===== src/rtl/pmu_pkg.sv =====
// Shared constants for the dual-counter performance monitor.
// Assumes two 32-bit counters packed into one 64-bit word.
package pmu_pkg;
    localparam int CNT_W      = 32;
    localparam int NUM_CNT    = 2;
    localparam int SEL_W      = 6;
    localparam int PEND_BIT   = 0;
    localparam int SUP_BIT    = 1;
    localparam int USR_BIT    = 2;
    localparam int LO_SEL_LSB = 4;
    localparam int UP_SEL_LSB = 11;
    localparam int CTL_W      = UP_SEL_LSB + SEL_W;
    localparam logic [SEL_W-1:0] CODE_CYCLES = 6'h00;
    localparam logic [SEL_W-1:0] MARK_LO     = 6'h14;
    localparam logic [SEL_W-1:0] MARK_UP     = 6'h1C;
endpackage


===== src/rtl/pmu_evt_sel.sv =====
// Event selector for one counter: turns a select code into a one-cycle
// count request. Assumes NUM_EVT stays below the marker codes.
module pmu_evt_sel
    import pmu_pkg::*;
#(
    parameter int NUM_EVT = 8,
    parameter logic [SEL_W-1:0] MARK_CODE = MARK_LO
) (
    input  logic [SEL_W-1:0]   sel,
    input  logic [NUM_EVT-1:0] evt_vec,
    input  logic               marker_ret,
    output logic               hit
);
    // Decode the select code; unassigned codes count nothing.
    always_comb begin
        hit = 1'b0;
        if (sel == CODE_CYCLES) begin
            hit = 1'b1;
        end else if (sel == MARK_CODE) begin
            hit = marker_ret;
        end else begin
            for (int k = 0; k < NUM_EVT; k++) begin
                if (sel == SEL_W'(k + 1)) hit = evt_vec[k];
            end
        end
    end
endmodule


===== src/rtl/pmu_counter.sv =====
// One 32-bit event counter. A write replaces the increment on the same
// edge. The wrap flag marks an increment from all ones to zero.
module pmu_counter
    import pmu_pkg::*;
(
    input  logic             clk,
    input  logic             rst_n,
    input  logic             inc,
    input  logic             wr,
    input  logic [CNT_W-1:0] wr_val,
    output logic [CNT_W-1:0] count,
    output logic             wrap
);
    // Flag the edge on which an increment rolls the counter over.
    always_comb wrap = inc && !wr && (count == {CNT_W{1'b1}});

    // Counter register: reset, write, or increment.
    always_ff @(posedge clk) begin
        if (!rst_n)   count <= '0;
        else if (wr)  count <= wr_val;
        else if (inc) count <= count + 1'b1;
    end

    assert_wr_wins_R10: assert property (@(posedge clk) disable iff (!rst_n)
        wr |=> (count == $past(wr_val)));

    assert_count_step_R3: assert property (@(posedge clk) disable iff (!rst_n)
        (inc && !wr) |=> (count == CNT_W'($past(count) + 1'b1)));

    assert_idle_hold_R7: assert property (@(posedge clk) disable iff (!rst_n)
        (!inc && !wr) |=> $stable(count));
endmodule


===== src/rtl/dual_ctr_pmu.sv =====
// Dual-counter performance monitor: control register, shared context
// gating, two event selectors and counters, and a sticky overflow flag.
// Assumes the register port is written at most once per cycle.
module dual_ctr_pmu
    import pmu_pkg::*;
#(
    parameter int NUM_EVT = 8
) (
    input  logic               clk,
    input  logic               rst_n,
    input  logic               wr_en,
    input  logic               wr_sel,
    input  logic [1:0]         wr_strb,
    input  logic [63:0]        wr_data,
    input  logic               rd_sel,
    output logic [63:0]        rd_data,
    input  logic [NUM_EVT-1:0] evt_vec,
    input  logic               marker_ret,
    input  logic               priv_sup,
    output logic               irq
);
    localparam int VIEW_W = NUM_CNT * CNT_W;

    logic                         pend_q, sup_en_q, usr_en_q;
    logic [NUM_CNT-1:0][SEL_W-1:0] sel_q;
    logic [NUM_CNT-1:0][CNT_W-1:0] cnt_q;
    logic [NUM_CNT-1:0]            hit, inc, cnt_wr, wrap;
    logic                          ctl_wr, clr_req, ctx_en;
    logic [CTL_W-1:0]              ctl_view;

    // Decode register writes and the shared context gate.
    always_comb begin
        ctl_wr  = wr_en && !wr_sel;
        clr_req = ctl_wr && !wr_data[PEND_BIT];
        ctx_en  = priv_sup ? sup_en_q : usr_en_q;
    end

    // Control fields; a wrap sets the pending flag ahead of a clear.
    always_ff @(posedge clk) begin
        if (!rst_n) begin
            pend_q   <= 1'b0;
            sup_en_q <= 1'b0;
            usr_en_q <= 1'b0;
            sel_q    <= '0;
        end else begin
            if (|wrap)        pend_q <= 1'b1;
            else if (clr_req) pend_q <= 1'b0;
            if (ctl_wr) begin
                sup_en_q <= wr_data[SUP_BIT];
                usr_en_q <= wr_data[USR_BIT];
                sel_q[0] <= wr_data[LO_SEL_LSB +: SEL_W];
                sel_q[1] <= wr_data[UP_SEL_LSB +: SEL_W];
            end
        end
    end

    // Index 0 is the lower counter and index 1 the upper counter.
    for (genvar i = 0; i < NUM_CNT; i++) begin : g_cnt
        localparam logic [SEL_W-1:0] MK = (i == 1) ? MARK_UP : MARK_LO;

        pmu_evt_sel #(.NUM_EVT(NUM_EVT), .MARK_CODE(MK)) u_sel (
            .sel        (sel_q[i]),
            .evt_vec    (evt_vec),
            .marker_ret (marker_ret),
            .hit        (hit[i])
        );

        // Gate the request with the context enable and decode the half write.
        always_comb begin
            inc[i]    = ctx_en && hit[i];
            cnt_wr[i] = wr_en && wr_sel && wr_strb[i];
        end

        pmu_counter u_cnt (
            .clk    (clk),
            .rst_n  (rst_n),
            .inc    (inc[i]),
            .wr     (cnt_wr[i]),
            .wr_val (wr_data[i*CNT_W +: CNT_W]),
            .count  (cnt_q[i]),
            .wrap   (wrap[i])
        );
    end

    // Assemble the control view and the read mux.
    always_comb begin
        ctl_view = {sel_q[1], 1'b0, sel_q[0], 1'b0, usr_en_q, sup_en_q, pend_q};
        rd_data  = rd_sel ? VIEW_W'(cnt_q) : 64'(ctl_view);
        irq      = pend_q;
    end

    assert_wrap_pend_R8: assert property (@(posedge clk) disable iff (!rst_n)
        (|wrap) |=> pend_q);

    assert_pend_sticky_R9: assert property (@(posedge clk) disable iff (!rst_n)
        (pend_q && !clr_req) |=> pend_q);

    assert_ctx_gate_R7: assert property (@(posedge clk) disable iff (!rst_n)
        (!ctx_en && !(|cnt_wr)) |=> $stable(cnt_q));

    assert_sel_gate_R6: assert property (@(posedge clk) disable iff (!rst_n)
        (!(|hit) && !(|cnt_wr)) |=> $stable(cnt_q));
endmodule


===== config.mk =====
export PLATFORM = sky130hd
export DESIGN_NAME = dual_ctr_pmu
export DESIGN_NICKNAME = d
export VERILOG_FILES = /design/src/rtl/pmu_pkg.sv /design/src/rtl/pmu_evt_sel.sv /design/src/rtl/pmu_counter.sv /design/src/rtl/dual_ctr_pmu.sv
export SDC_FILE = /design/constraint.sdc
export NUM_CORES = 1
export LEC_CHECK = 0
export CAP_MARGIN = 20
export CORE_MARGIN = 10
export CORE_UTILIZATION = 45
export DETAILED_ROUTE_END_ITERATION = 16
export HOLD_SLACK_MARGIN = 0.02
export PLACE_DENSITY = 0.77
export SLEW_MARGIN = 25
export SYNTH_ARGS = -nofsm -noshare
export SYNTH_HDL_FRONTEND = slang
export SYNTH_SLANG_ARGS = --single-unit

===== constraint.sdc =====
create_clock -name clk -period 2.7 [get_ports clk]
set_input_delay 0.27 -clock clk [delete_from_list [all_inputs] [get_ports clk]]
set_output_delay 0.27 -clock clk [all_outputs]
set_load 0.02 [all_outputs]

==> results of run 1 <==
-- sequential cells by signal (all words and copies together), names as in the netlist --
name and cells:
g_cnt.u_cnt.count 64, sup_en_q 1, usr_en_q 1, irq 1, ctl_view 12
-- final cells by class --
class                   instances  area, sq um
repair buffers                160         1550
flip-flops and latches         79         1580
clock inverters                 6         70.1
fillers                       981         4140
inverters                      17         63.8
multi-input cells             483         3090
clock buffers                  10          128
well taps                     140          175
-- worst reg2reg max path, delay by kind of cell, from the launching register on --
kind | cells | cell delay (ns)
AOI/OAI and AO/OA | 4 | 0.89
and+or+nand+nor | 2 | 0.92
DFF | 1 | 0.55
-- power by group through the flow --
stage                     combinational [mW]  clock (mW)  sequential [mW]
after CTS                              0.552       0.913             1.31
after floorplan                        0.296           0             1.31
final                                  0.550       0.904             1.31
after detailed placement               0.548           0             1.33
after global routing                   0.594       0.973             1.32
after global placement                 0.537           0             1.33
-- kinds of logic (layout without fill, tap and decap cells) --
| group | Yosys count | after routing | synth area share, % |
|---|---|---|---|
| AOI/OAI and AO/OA | 171 | 171 | 21.6 |
| xor gates and xnor gates | 43 | 43 | 7.66 |
| adders and majority gates | 2 | 2 | 0.509 |
| buffers and inverters | 61 | 193 | 5.24 |
| DFF | 79 | 79 | 32.1 |
| muxes | 22 | 22 | 4.86 |
| and+or+nand+nor | 245 | 245 | 28.0 |
-- synthesized netlist by cell type (7+ instances only) --
master	number	area share, %
and2_1	52	6.6
mux2_2	15	3.4
or3_1	10	1.3
o21ai_0	65	6.6
a21oi_1	40	4.1
and3_1	9	1.1
or4_1	12	1.8
a31oi_1	15	1.9
xor2_1	11	2.0
nor2_1	12	0.92
inv_1	17	1.3
a21boi_0	15	2.3
o31ai_1	11	1.7
nand4_1	14	1.8
nor3_1	20	2.0
mux2i_1	7	1.4
nand2_1	62	4.7
xnor2_1	32	5.7
nand3_1	28	2.8
clkbuf_1	35	2.7
dfxtp_1	79	32
-- worst paths after layout --
| path | slack, ns | cells past startpoint | to | from |
|---|---|---|---|---|
| setup / recovery | 0.25 | 6 | g_cnt[1].u_cnt.count[17] | ctl_view[12] |
| hold / removal | 0.33 | 3 | g_cnt[0].u_cnt.count[26] | rst_n |
| setup reg to reg | 0.25 | 6 | g_cnt[1].u_cnt.count[17] | ctl_view[12] |
| hold reg to reg | 0.51 | 2 | ctl_view[7] | ctl_view[7] |
-- metal layers --
metal / vias up / track usage [%] / part of all wire [%]
met3: 22 / 4.51 / 7.6
met1: 2415 / 25.6 / 44
li1: 2503 / - / -
met2: 222 / 31.5 / 46
met4: 0 / 5.55 / 1.7
met5: - / 0 / 0
-- per-stage QoR --
step                worst slack, ns  total power [mW]  hold slack [ns]  cells  utilization, %
finish                        0.252              2.76            0.332    895            61.7
global route                  0.134              2.89            0.356    895            61.7
CTS                           0.293              2.77            0.327    895            61.7
detailed placement            0.116              1.88            0.495    879            59.9
global placement              0.237              1.87            0.463    879            59.9
floorplan                     0.665              1.60            0.400    623               -
==> results.md, run 1 <==
- FMAX: between 400 and 500 MHz
- Crit path max fanout: 22
- Clock Tree Buf Depth: 2
- Synth warn: 0
- Cells after synthesis: slightly above 600
- Total track usage: ~20%
- LEAKAGE: 2.21 nW
- Site Rows: 38
- CP delay by family, top: simple AND/OR/NAND/NOR gates
- Share of cells above drive strength 1: slightly above 8%
- Routed WL: 15.9 mm
- Commonest non-fill, non-tap cells in the layout: clkdlybuf4s50_1 (143), dfxtp_1 (79), o21ai_0 (65)
- Total Die Area: 15500 sq um
- Critical path capture point type: register
- Mapped Area: roughly 5000 sq um
- Crit Path Class: reg -> reg
- PostCTS Resize Cnt: 0
- Status: complete, no violations
- Routability cong.: a little under 0.9
- Vias in the first global route: 5144
- TNS Setup: 0 ns
- Register area share after synthesis: roughly 32%
- Post-synth ARST share: 0%
- Logic pwr share: just under 20%
- Endpoints failing setup: 0
- Worst Skew: between 0.015 and 0.02 ns
- Routed Antenna Nets: 0
- First-pass GRT wire length: approximately 26 mm
- CP bufs+invs: 0
- DRC: 0
- Congestion Overflow GR: 0
- Post-CTS Repair Setup Buffers: 0
- Initial core utilization: a little under half
- Post-synth EDFFs: 0
- Vias: 5162
- Clock Tree Root: clkbuf_8
- Sequential power share: 47.4%
- Cell variety after synth: 53
- Area grow syn2layout: 35.3%
- P per Cell Area: around 420 nW/um^2
- Largest net degree at the start of global routing: between 80 and 90
- Num ports: around 150
- Sw power: slightly above 800 uW
- Fin crit period: 2.45 ns
- Antenna violations before repair: 0
- FF+latch count, synth: 79
- Max VDD drop: between 0.0002 and 0.0003 V
- # Max-Cap Violations: 0
- Startpoint types: register
- Synth Net Count: ~700
- Worst-margin pin slew: between 0.7 and 0.8 ns
- Initial DRC count: between 400 and 500
- Drt first pass iters: 5
- Crit-path cells: a211o_1 > o21ai_0 > o311ai_4 > nand4_4 > or4_1 > a31oi_1
- Input/output buffers: 145
- WL/cell: roughly 18 microns
- Nets@finish: between 800 and 900
- Avg Cell Area, Syn: 7.90 sq um
- Dpl hpwl: 11.8 mm
- TritonCTS buffer count: 9
- Final Hold Fails: 0
- Clock power frac: 32.7%
- Crit-path max cell delay: around 0.57 ns
- Post-synth top flop: dfxtp_1
- CTS Hold Buffers Added: 0
- Clock Pin Slew Worst Setup and Hold Paths: approximately 0.09 ns
- Via density: between 5 and 6
- DIE WIDTH: approximately 120 microns
- Slowest cell on crit path: or4_1
- Net Sw Frac: 29.5%
- RSZ-0062 raised after global routing: no
- Max-slew headroom: between 50% and 60%
- TritonCTS clock tree: built
- TritonCTS sink count: 79
- Most common cell after layout, fill and taps aside: clkdlybuf4s50_1
- Worst Path Arrival: 2.72 ns
- Dpl cell area: roughly 6500 sq um
- HP Class: in -> reg
- N_diodes: 0
- Core Area: ~11000 sq um
- Die Span Y: 125 microns
- CP required: just under 3 ns
- Worst-Skew Late Latency: approximately 0.36 ns
- Fin crit share: slightly above 90%
- Final instance area: about 6700 sq um
- Fin. max-slew vios: 0
- Pint: between 1.5 and 2 mW
- # H-tree levels: 3
Power figures use the tool's default switching activity.
==> run 2, diff against run 1 <==
Settings changed: CAP_MARGIN 20 to 40, CORE_UTILIZATION 45 to 40, PLACE_DENSITY 0.77 to 0.7.
==> run 2 against run 1 <==
Worst hold slack better by 0.046 ns. Setup slack better by 0.078 ns. Die area up 10%. Clock power up 35%. Critical endpoint is now g_cnt[1].u_cnt.count[28]. Largest cell class unchanged. Highest routed layer unchanged.
==> results.md, run 2 (synthesis gave the netlist of run 1 again) <==
- Status: complete, no violations
- CP delay by family, top: simple AND/OR/NAND/NOR gates
- Fin. max-slew vios: 0
- Most common cell after layout, fill and taps aside: clkdlybuf4s50_1
- Worst setup margin: roughly 0.33 ns
- Commonest non-fill, non-tap cells in the layout: clkdlybuf4s50_1 (143), dfxtp_1 (79), o21ai_0 (65)
- Non-Filler Instances: between 900 and 1000
- Routed Antenna Nets: 0
- Crit path max fanout: 15
- Routability cong.: between 0.8 and 0.9
- Via density: 5.52
- Dpl cell area: about 6500 sq um
- Antenna violations before repair: 0
- CP bufs+invs: 1
- Input/output buffers: ~150
- Worst r2r dst: g_cnt[1].u_cnt.count[28]
- Total track usage: 17.9%
- Worst-case hold path end point: g_cnt[0].u_cnt.count[28]
- RSZ-0062 raised after global routing: no
- Worst-margin pin slew: approximately 0.73 ns
- Initial core utilization: 41.0%
- Register-to-register setup slack: around 0.33 ns
- Routed WL: between 15 and 20 mm
- Core Area: 12000 sq um
- TritonCTS clock tree: built
- FILL cells: between 1000 and 1500
- Inst Count DP: between 800 and 900
- Crit Path Class: reg -> reg
- FMAX: approximately 420 MHz
- Hold Path Depth: 3
- Clock Tree Root: clkbuf_16
- Worst-Skew Late Latency: roughly 0.34 ns
- Largest register FFs: between 60 and 70
- Largest net degree at the start of global routing: slightly above 80
- Max-slew headroom: roughly 50%
- Final instance area: between 6000 and 7000 sq um
- Congestion Overflow GR: 0
- Worst R2R Path Depth: 7
- Clock Tree Buf Depth: 2
- TritonCTS sink count: 79
- Worst Path Arrival: between 2 and 3 ns
- Slowest cell on crit path: or4b_4
- Die Span Y: 131 microns
- Worst Skew: about 0.0083 ns
- LEAKAGE: between 2 and 2.5 nW
- # H-tree levels: 3
- Vias: approximately 5000
- Crit-path max cell delay: 0.58 ns
- Final Hold Fails: 0
- N_diodes: 0
- Hold path startpoint: rst_n
- Total Die Area: 17100 sq um
- Util after Layout: 56.4%
- TritonCTS buffer count: 9
- CTS Hold Buffers Added: 0
- PostCTS Resize Cnt: 0
- Startpoint types: register
- Site Rows: 40
- TNS Setup: 0 ns
- Drt first pass iters: 5
- Vias in the first global route: 5028
- DP Worst Slack: about 0.12 ns
- FF-to-FF Start: ctl_view[11]
- CP required: slightly below 3 ns
- WL/cell: about 17 microns
- Dpl hpwl: approximately 12 mm
- Num ports: 146
- Max VDD drop: ~0.00023 V
- # Max-Cap Violations: 0
- Most flops, register: g_cnt.u_cnt.count
- DRC: 0
- First-pass GRT wire length: 25.0 mm
- P per Cell Area: between 400 and 500 nW/um^2
- Nets@finish: approximately 830
- HP Class: in -> reg
- Share of cells above drive strength 1: under 10%
- Endpoints failing setup: 0
- Critical path capture point type: register
- Clock Pin Slew Worst Setup and Hold Paths: 0.06 ns
- Fin crit share: between 80% and 90%
- Initial DRC count: between 300 and 400
- Post-CTS Repair Setup Buffers: 0
- Area grow syn2layout: 37.7%
- Fin crit period: 2.37 ns
- Crit-path cells: or4b_4 > o31a_1 > o311ai_4 > buf_4 > nand4_2 > or3_1 > a31oi_1
- DIE WIDTH: 131 microns
==> run 2: cell types whose count changed in the layout (fill, tap and decap cells not counted) <==
cell       change
clkinv_2       +2
nand3_2        +1
nand3_1        -1
inv_6          -1
buf_4          +1
clkbuf_1       +1
clkbuf_16      +9
clkbuf_8       -8
clkinv_4       -3
==> run 2: area by class of cell <==
| class | count | area [sq um] | share of cell area, % |
|---|---|---|---|
| timing repair buffer | 161 | 1560 | 23.1 |
| clock buffer | 12 | 246 | 3.64 |
| clock inverter | 4 | 45.0 | 0.665 |
| inverter | 17 | 63.8 | 0.942 |
| tap | 147 | 184 | 2.72 |
| sequential | 79 | 1580 | 23.4 |
| multi-input combinational | 483 | 3090 | 45.6 |
==> run 2: layer usage <==
layer  vias up  wire length [microns]  global-route usage [%]
met1      2296                   6850                    21.4
met3        24                   1190                    5.32
met2       172                   7420                    30.2
li1       2492                      -                       -
met4         0                    258                    5.62
met5         -                      0                       0
==> run 2: worst max-delay path by stage <==
stage / from / endpoint / slack, ns / cells after the start
2_1_floorplan: ctl_view[13] / g_cnt[1].u_cnt.count[30] / 0.66 / 8
3_3_place_gp: priv_sup / g_cnt[1].u_cnt.count[17] / 0.22 / 7
3_5_place_dp: evt_vec[2] / g_cnt[1].u_cnt.count[28] / 0.12 / 8
4_1_cts: ctl_view[11] / g_cnt[1].u_cnt.count[22] / 0.32 / 7
5_1_grt: ctl_view[11] / g_cnt[1].u_cnt.count[30] / 0.17 / 7
6_report: ctl_view[11] / g_cnt[1].u_cnt.count[28] / 0.33 / 7
==> run 2: per-stage QoR <==
step / hold WS (ns) / power, mW
global route: 0.385 / 3.20
CTS: 0.370 / 3.10
floorplan: 0.400 / 1.60
finish: 0.378 / 3.08
global placement: 0.467 / 1.87
detailed placement: 0.492 / 1.88
==> run 2: worst register-to-register path: stages, from the launching register on <==
cell and delay [ns]:
dfxtp_1 0.39, or4b_4 0.58, o31a_1 0.15, o311ai_4 0.09, buf_4 0.27, nand4_2 0.26, or3_1 0.41, a31oi_1 0.16
==> run 2: report_power, final <==
part | internal, mW | switching [mW]
clock | 0.738 | 0.483
combinational | 0.289 | 0.264
sequential | 1.23 | 0.0770
total | 2.25 | 0.823
==> run 3, diff against run 2 <==
Settings changed: SLEW_MARGIN 25 to 5.
==> results of run 3 <==
Same layout as run 2: the final DEF is identical, and so are final timing and power.
